<file path="src/rtl/tla_pkg.sv">
package tla_pkg;
  localparam int WORD_W = 64;
  localparam int EVT_W  = 16;
  localparam int MISS_W = 16;
  localparam logic [15:0] MARK_TAG = 16'hE7A5;

  typedef enum logic [1:0] {ST_IDLE, ST_WAIT, ST_MARK, ST_DRAIN} agg_state_e;
  typedef enum logic [1:0] {PH_IDLE, PH_DELAY, PH_WIN} win_phase_e;

  function automatic logic [WORD_W-1:0] marker_word(input logic [EVT_W-1:0] evt);
    return {MARK_TAG, 32'h0, evt};
  endfunction
endpackage

</file>
<file path="src/rtl/tla_window_timer.sv">
module tla_window_timer
  import tla_pkg::*;
#(
  parameter int CNT_W = 12
) (
  input  logic             clk_i,
  input  logic             rst_ni,
  input  logic             start_i,
  input  logic [CNT_W-1:0] delay_cyc_i,
  input  logic [CNT_W-1:0] window_cyc_i,
  output logic             done_o
);
  win_phase_e       phase_q;
  logic [CNT_W-1:0] cnt_q;

  always_ff @(posedge clk_i or negedge rst_ni) begin
    if (!rst_ni) begin
      phase_q <= PH_IDLE;
      cnt_q   <= '0;
    end else begin
      case (phase_q)
        PH_IDLE: if (start_i) begin
          phase_q <= PH_DELAY;
          cnt_q   <= '0;
        end
        PH_DELAY: if (cnt_q == delay_cyc_i) begin
          phase_q <= PH_WIN;
          cnt_q   <= '0;
        end else cnt_q <= cnt_q + 1'b1;
        PH_WIN: if (cnt_q == window_cyc_i) phase_q <= PH_IDLE;
                else cnt_q <= cnt_q + 1'b1;
        default: phase_q <= PH_IDLE;
      endcase
    end
  end

  // last cycle of the acquisition window
  assign done_o = (phase_q == PH_WIN) && (cnt_q == window_cyc_i);
endmodule

</file>
<file path="src/rtl/tla_link_select.sv">
module tla_link_select
  import tla_pkg::*;
#(
  parameter int N_LINKS = 4,
  parameter int IDX_W   = 2
) (
  input  logic [IDX_W-1:0]          idx_i,
  input  logic                      pop_i,
  input  logic [N_LINKS*WORD_W-1:0] link_data_i,
  input  logic [N_LINKS-1:0]        link_empty_i,
  output logic [WORD_W-1:0]         sel_data_o,
  output logic                      sel_empty_o,
  output logic [N_LINKS-1:0]        link_rd_o
);
  logic [WORD_W-1:0]  pick [N_LINKS];
  logic [N_LINKS-1:0] hit;

  for (genvar g = 0; g < N_LINKS; g++) begin : g_lane
    assign hit[g]       = (idx_i == IDX_W'(g));
    assign pick[g]      = hit[g] ? link_data_i[g*WORD_W +: WORD_W] : '0;
    assign link_rd_o[g] = pop_i && hit[g];
  end

  always_comb begin
    sel_data_o = '0;
    for (int k = 0; k < N_LINKS; k++) sel_data_o = sel_data_o | pick[k];
  end

  assign sel_empty_o = |(hit & link_empty_i);
endmodule

</file>
<file path="src/rtl/tla_status.sv">
module tla_status
  import tla_pkg::*;
#(
  parameter int N_LINKS = 4
) (
  input  logic               clk_i,
  input  logic               rst_ni,
  input  logic [N_LINKS-1:0] link_full_i,
  input  logic               miss_i,
  output logic [N_LINKS-1:0] ovf_o,
  output logic [MISS_W-1:0]  missed_o
);
  always_ff @(posedge clk_i or negedge rst_ni) begin
    if (!rst_ni) begin
      ovf_o    <= '0;
      missed_o <= '0;
    end else begin
      ovf_o <= ovf_o | link_full_i;
      if (miss_i && (missed_o != '1)) missed_o <= missed_o + 1'b1;
    end
  end
endmodule

</file>
<file path="src/rtl/trig_link_aggregator.sv">
module trig_link_aggregator
  import tla_pkg::*;
#(
  parameter int N_LINKS = 4,
  parameter int CNT_W   = 12
) (
  input  logic                      clk_i,
  input  logic                      rst_ni,
  input  logic                      trig_i,
  input  logic [CNT_W-1:0]          delay_cyc_i,
  input  logic [CNT_W-1:0]          window_cyc_i,
  input  logic [N_LINKS*WORD_W-1:0] link_data_i,
  input  logic [N_LINKS-1:0]        link_empty_i,
  input  logic [N_LINKS-1:0]        link_full_i,
  output logic [N_LINKS-1:0]        link_rd_o,
  input  logic                      sum_full_i,
  output logic                      sum_wr_o,
  output logic [WORD_W-1:0]         sum_data_o,
  output logic                      busy_o,
  output logic [MISS_W-1:0]         missed_o,
  output logic [N_LINKS-1:0]        ovf_o
);
  localparam int IDX_W = (N_LINKS > 1) ? $clog2(N_LINKS) : 1;
  localparam logic [IDX_W-1:0] LAST_IDX = IDX_W'(N_LINKS - 1);

  agg_state_e       state_q;
  logic [IDX_W-1:0] idx_q;
  logic [EVT_W-1:0] evt_q;
  logic             trig_q;
  logic             trig_rise, accept, miss, win_done;
  logic             pop, mark_wr, sel_empty;
  logic [WORD_W-1:0] sel_data;

  assign trig_rise = trig_i && !trig_q;
  assign accept    = trig_rise && (state_q == ST_IDLE);
  assign miss      = trig_rise && (state_q != ST_IDLE);
  assign mark_wr   = (state_q == ST_MARK) && !sum_full_i;
  assign pop       = (state_q == ST_DRAIN) && !sel_empty && !sum_full_i;

  tla_window_timer #(.CNT_W(CNT_W)) u_timer (
    .clk_i, .rst_ni,
    .start_i      (accept),
    .delay_cyc_i,
    .window_cyc_i,
    .done_o       (win_done)
  );

  tla_link_select #(.N_LINKS(N_LINKS), .IDX_W(IDX_W)) u_sel (
    .idx_i        (idx_q),
    .pop_i        (pop),
    .link_data_i,
    .link_empty_i,
    .sel_data_o   (sel_data),
    .sel_empty_o  (sel_empty),
    .link_rd_o
  );

  tla_status #(.N_LINKS(N_LINKS)) u_status (
    .clk_i, .rst_ni,
    .link_full_i,
    .miss_i   (miss),
    .ovf_o,
    .missed_o
  );

  always_ff @(posedge clk_i or negedge rst_ni) begin
    if (!rst_ni) begin
      state_q <= ST_IDLE;
      idx_q   <= '0;
      evt_q   <= '0;
      trig_q  <= 1'b0;
    end else begin
      trig_q <= trig_i;
      case (state_q)
        ST_IDLE:  if (accept) state_q <= ST_WAIT;
        ST_WAIT:  if (win_done) state_q <= ST_MARK;
        ST_MARK:  if (!sum_full_i) begin
          state_q <= ST_DRAIN;
          idx_q   <= '0;
          evt_q   <= evt_q + 1'b1;
        end
        ST_DRAIN: if (sel_empty) begin
          if (idx_q == LAST_IDX) state_q <= ST_IDLE;
          else idx_q <= idx_q + 1'b1;
        end
        default:  state_q <= ST_IDLE;
      endcase
    end
  end

  assign sum_wr_o   = mark_wr || pop;
  assign sum_data_o = mark_wr ? marker_word(evt_q) : sel_data;
  assign busy_o     = (state_q != ST_IDLE);
endmodule

</file>
<file path="config.mk">
export PLATFORM = sky130hd
export DESIGN_NAME = trig_link_aggregator
export DESIGN_NICKNAME = d
export VERILOG_FILES = /design/src/rtl/tla_pkg.sv /design/src/rtl/tla_window_timer.sv /design/src/rtl/tla_link_select.sv /design/src/rtl/tla_status.sv /design/src/rtl/trig_link_aggregator.sv
export SDC_FILE = /design/constraint.sdc
export NUM_CORES = 1
export LEC_CHECK = 0
export BUFFER_PORTS_ARGS = -buffer_cell sky130_fd_sc_hd__buf_2
export CORE_AREA = 4 4 146 148
export DETAILED_ROUTE_END_ITERATION = 6
export DIE_AREA = 0 0 150 152
export PLACE_DENSITY_LB_ADDON = 0.15
export SLEW_MARGIN = 20
export SYNTH_ARGS = -nofsm -noshare
export SYNTH_HDL_FRONTEND = slang
export SYNTH_SLANG_ARGS = --single-unit
</file>
<file path="constraint.sdc">
create_clock -name clk_i -period 3.05 [get_ports clk_i]
set_input_delay 0.305 -clock clk_i [delete_from_list [all_inputs] [get_ports clk_i]]
set_output_delay 0.305 -clock clk_i [all_outputs]
set_load 0.005 [all_outputs]
</file>
==> insert_results.sql <==
INSERT INTO impl_metrics (metric_group, metric, value, unit) VALUES
('job', 'cap_violations', '0', ''),
('synthesis', 'synthesis.instances', '547', ''),
('synthesis', 'ys.warnings.count', '0', ''),
('grt', 'grt_pass1_wl', '38700', 'µm'),
('timing', 'final_max_slew_viol_count', '0', ''),
('route', 'detail_route.vias_per_cell', '5.09', ''),
('critical_path', 'worstPathRequired', '2.74', 'ns'),
('synthesis', 'synth_ff_type', 'dfrtp_1', ''),
('synthesis', 'ys_seq_area_frac', '0.298', ''),
('timing', 'finalSetupViolations', '0', ''),
('route', 'wl_per_cell', '23.1', 'µm'),
('route', 'routed_wl', '27300', 'µm'),
('timing', 'fin_skew', '0.00419', 'ns'),
('synthesis', 'synth_compound_gate_area_share', '0.340', ''),
('timing', 'achievable-frequency', '0.375', 'GHz'),
('synthesis', 'synth_xor_area_frac', '0.102', ''),
('floorplan', 'dieHeight', '152', 'µm'),
('grt', 'grt_start_max_net_pins', '69', ''),
('cts', 'register_clock_pin_slew_on_the_reported_worst_setup_and_hold_paths', '0.07', 'ns'),
('cts', 'cts_hold_buffers', '0', ''),
('timing', 'final.hold.worst_slack', '0.115', 'ns'),
('cts', 'cts_tree', 'done', ''),
('route', 'detail_route.drc_violations', '2', ''),
('cts', 'total_number_of_clock_tree_sinks', '55', ''),
('route', 'drt-initial-drc-count', '419', ''),
('floorplan', 'floorplan.die_area', '22800', 'µm²'),
('synthesis', 'netlist_area', '4620', 'µm²'),
('timing', 'rsz0062_at_grt', 'false', ''),
('synthesis', 'post_synth_mux_area_share', '0.0127', ''),
('cts', 'cts_buffer_depth', '2', ''),
('critical_path', 'crit_path_max_fanout', '34', ''),
('critical_path', 'timing.critical_path.from_type', 'register', ''),
('placed_design', 'detailedPlacementHpwl', '22900', 'µm'),
('timing', 'final.period_utilization', '0.873', ''),
('floorplan', 'floorplan.rows', '52', ''),
('synthesis', 'post_synth_fa_ha_maj_area_fraction', '0.0379', ''),
('cts', 'postCtsSetupBuffers', '0', ''),
('floorplan', 'effective_utilization_at_floorplan', '0.231', ''),
('timing', 'timing.slew.headroom', '0.431', ''),
('synthesis', 'synth_nets', '853', ''),
('synthesis', 'count_of_flip_flops_with_a_built_in_enable_after_synthesis', '0', ''),
('route', 'vias', '6019', ''),
('critical_path', 'timing.critical_path.to_type', 'output port', ''),
('run_status', 'violated_checks', 'DRC', ''),
('cts', 'cts.root.buffer_cell', 'clkbuf_16', ''),
('layout', 'regArea', '1380', 'µm²'),
('synthesis', 'postSynthRegisterBits', '55', ''),
('timing', 'period_minus_slack', '2.66', 'ns'),
('timing', 'setup_total_negative_slack', '0', 'ns'),
('route', 'ant_nets', '0', ''),
('cts', 'clock_insertion_delay_at_the_later_pin_of_the_skew_report', '0.30', 'ns'),
('layout', 'area.growth.synth_to_final', '52.6', '%'),
('synthesis', 'main_combinational_cell_family_by_area_after_synthesis', 'compound AO/OA/AOI/OAI gates', ''),
('route', 'drt_first_pass_iters', '7', ''),
('floorplan', 'ios', '382', ''),
('grt', 'grt_overflow', '0', ''),
('cts', 'htree_num_levels', '2', ''),
('floorplan', 'core_area', '20000', 'µm²'),
('power', 'worst_ir_drop_vdd', '180', 'µV'),
('run_status', 'outcome', 'finished with violations', ''),
('synthesis', 'yosys.area_share.simple', '0.158', ''),
('layout', 'drive_gt1_frac', '0.467', ''),
('grt', 'grt_antenna_before_repair', '14', ''),
('floorplan', 'die-width', '150', 'µm'),
('layout', 'num-fill-cells', '2236', ''),
('critical_path', 'critPathKind', 'register to output port', ''),
('grt', 'gr-usage-all-layers', '0.228', ''),
('layout', 'final_non_filler_cell_total', '1182', ''),
('synthesis', 'postSynth.asyncResetShare', '1.00', ''),
('cts', 'clock_buffers_created_by_tritoncts', '5', ''),
('synthesis', 'synth.avg_cell_area', '8.45', 'µm²');
==> registers in the layout (all words and copies together), names as in the netlist <==
signal	count
evt_q	16
idx_q	2
u_timer.cnt_q	12
trig_q	1
u_status.ovf_o	4
u_status.missed_o	16
u_timer.phase_q	2
state_q	2
==> critical path: stages, from the launching register on <==
cell and delay [ns]:
dfrtp_1 0.42, inv_1 0.13, ha_2 0.43, buf_12 0.25, a22oi_1 0.12, a21oi_1 0.48
buf_2 0.22
==> layer usage <==
metal	global-route usage	wire [µm]	part of all wire	up-vias
met3	0.0503	2320	0.085	35
met4	0.0575	501	0.018	10
li1	-	-	-	2839
met1	0.298	10800	0.40	2851
met5	0	69	0.0025	-
met2	0.382	13600	0.50	284
==> placed cells by master, fill, tap and decap left out, drive strengths merged, types with 2 or more instances in the layout <==
cell	count
buf	391
a22oi	127
dfrtp	55
a21oi	50
xor2	37
nand3	29
nor2	28
inv	17
xnor2	17
a31oi	16
nand2	15
ha	14
o21ai	11
diode	8
or3	7
nand4	7
and3	7
or4	6
clkbuf	6
nor4	6
o31ai	5
or2	5
nor3	5
and4	5
mux2	4
and2	3
a211oi	3
a22o	3
nand3b	3
nand2b	2
a221oi	2
o21bai	2
a41oi	2
o21a	2
==> layout make-up <==
| class | count | share of cell area |
|---|---|---|
| Timing Repair Buffer | 391 | 0.292 |
| Sequential cell | 55 | 0.195 |
| Inverter | 17 | 0.00905 |
| Clock inverter | 2 | 0.00497 |
| Multi-Input combinational cell | 433 | 0.429 |
| Clock buffer | 6 | 0.0197 |
| Antenna cell | 8 | 0.00284 |
| Tap cell | 270 | 0.0479 |
==> cell usage after synthesis, drive strengths merged, types with 2 or more instances <==
library cell | number | area, µm²
nand3 | 29 | 145
nand3b | 3 | 26.3
xor2 | 37 | 324
nor2 | 28 | 105
o31ai | 5 | 37.5
nand2 | 15 | 56.3
and3 | 7 | 45.1
nor4 | 6 | 50.0
o21ai | 11 | 55.1
inv | 17 | 63.8
or4 | 6 | 48.8
nand2b | 2 | 12.5
a22o | 3 | 26.3
or3 | 7 | 43.8
nor3 | 5 | 30.0
a31oi | 16 | 100
buf | 10 | 55.1
and4 | 5 | 46.3
or2 | 5 | 33.8
xnor2 | 17 | 149
nand4 | 7 | 43.8
a21oi | 50 | 250
a22oi | 127 | 953
dfrtp | 55 | 1380
a41oi | 2 | 17.5
mux2 | 4 | 48.8
o21bai | 2 | 15.0
a221oi | 2 | 17.5
clkbuf | 32 | 121
a211oi | 3 | 22.5
ha | 14 | 175
and2 | 3 | 18.8
o21a | 2 | 16.3
==> path summary, 6_finish.rpt <==
kind	end	slack, ns	depth (start not counted)
min in group clk_i	trig_q	0.17	1
max	sum_data_o[51]	0.39	6
max reg2reg	state_q[1]	0.79	7
min	u_status.missed_o[0]	0.12	1
max in group asynchronous	evt_q[3]	2.23	2
min reg2reg	u_status.ovf_o[1]	0.46	1
==> through the flow <==
stage,cell area (µm²),util,power [µW],setup slack (ns)
floorplan,4620,-,961,1.11
global placement,6860,0.342,1310,0.739
detailed placement,6860,0.342,1320,0.702
CTS,7030,0.351,2010,0.360
global route,7040,0.351,2090,0.223
finish,7050,0.352,1980,0.387
==> report_power, final <==
| part | switching [µW] | total (µW) | internal [µW] |
|---|---|---|---|
| Clock | 277 | 687 | 409 |
| Combinational | 211 | 479 | 269 |
| Sequential | 49.6 | 816 | 766 |
==> logic make-up (layout without fill, tap and decap cells) <==
family          Yosys count  in the layout
compound gates          229            229
xor+xnor                 54             54
fa+ha+maj                14             14
buf+inv                  59            416
flops                    55             55
mux                       5              5
other cells               0              8
simple gates            131            131
Power figures use the tool's default switching activity.
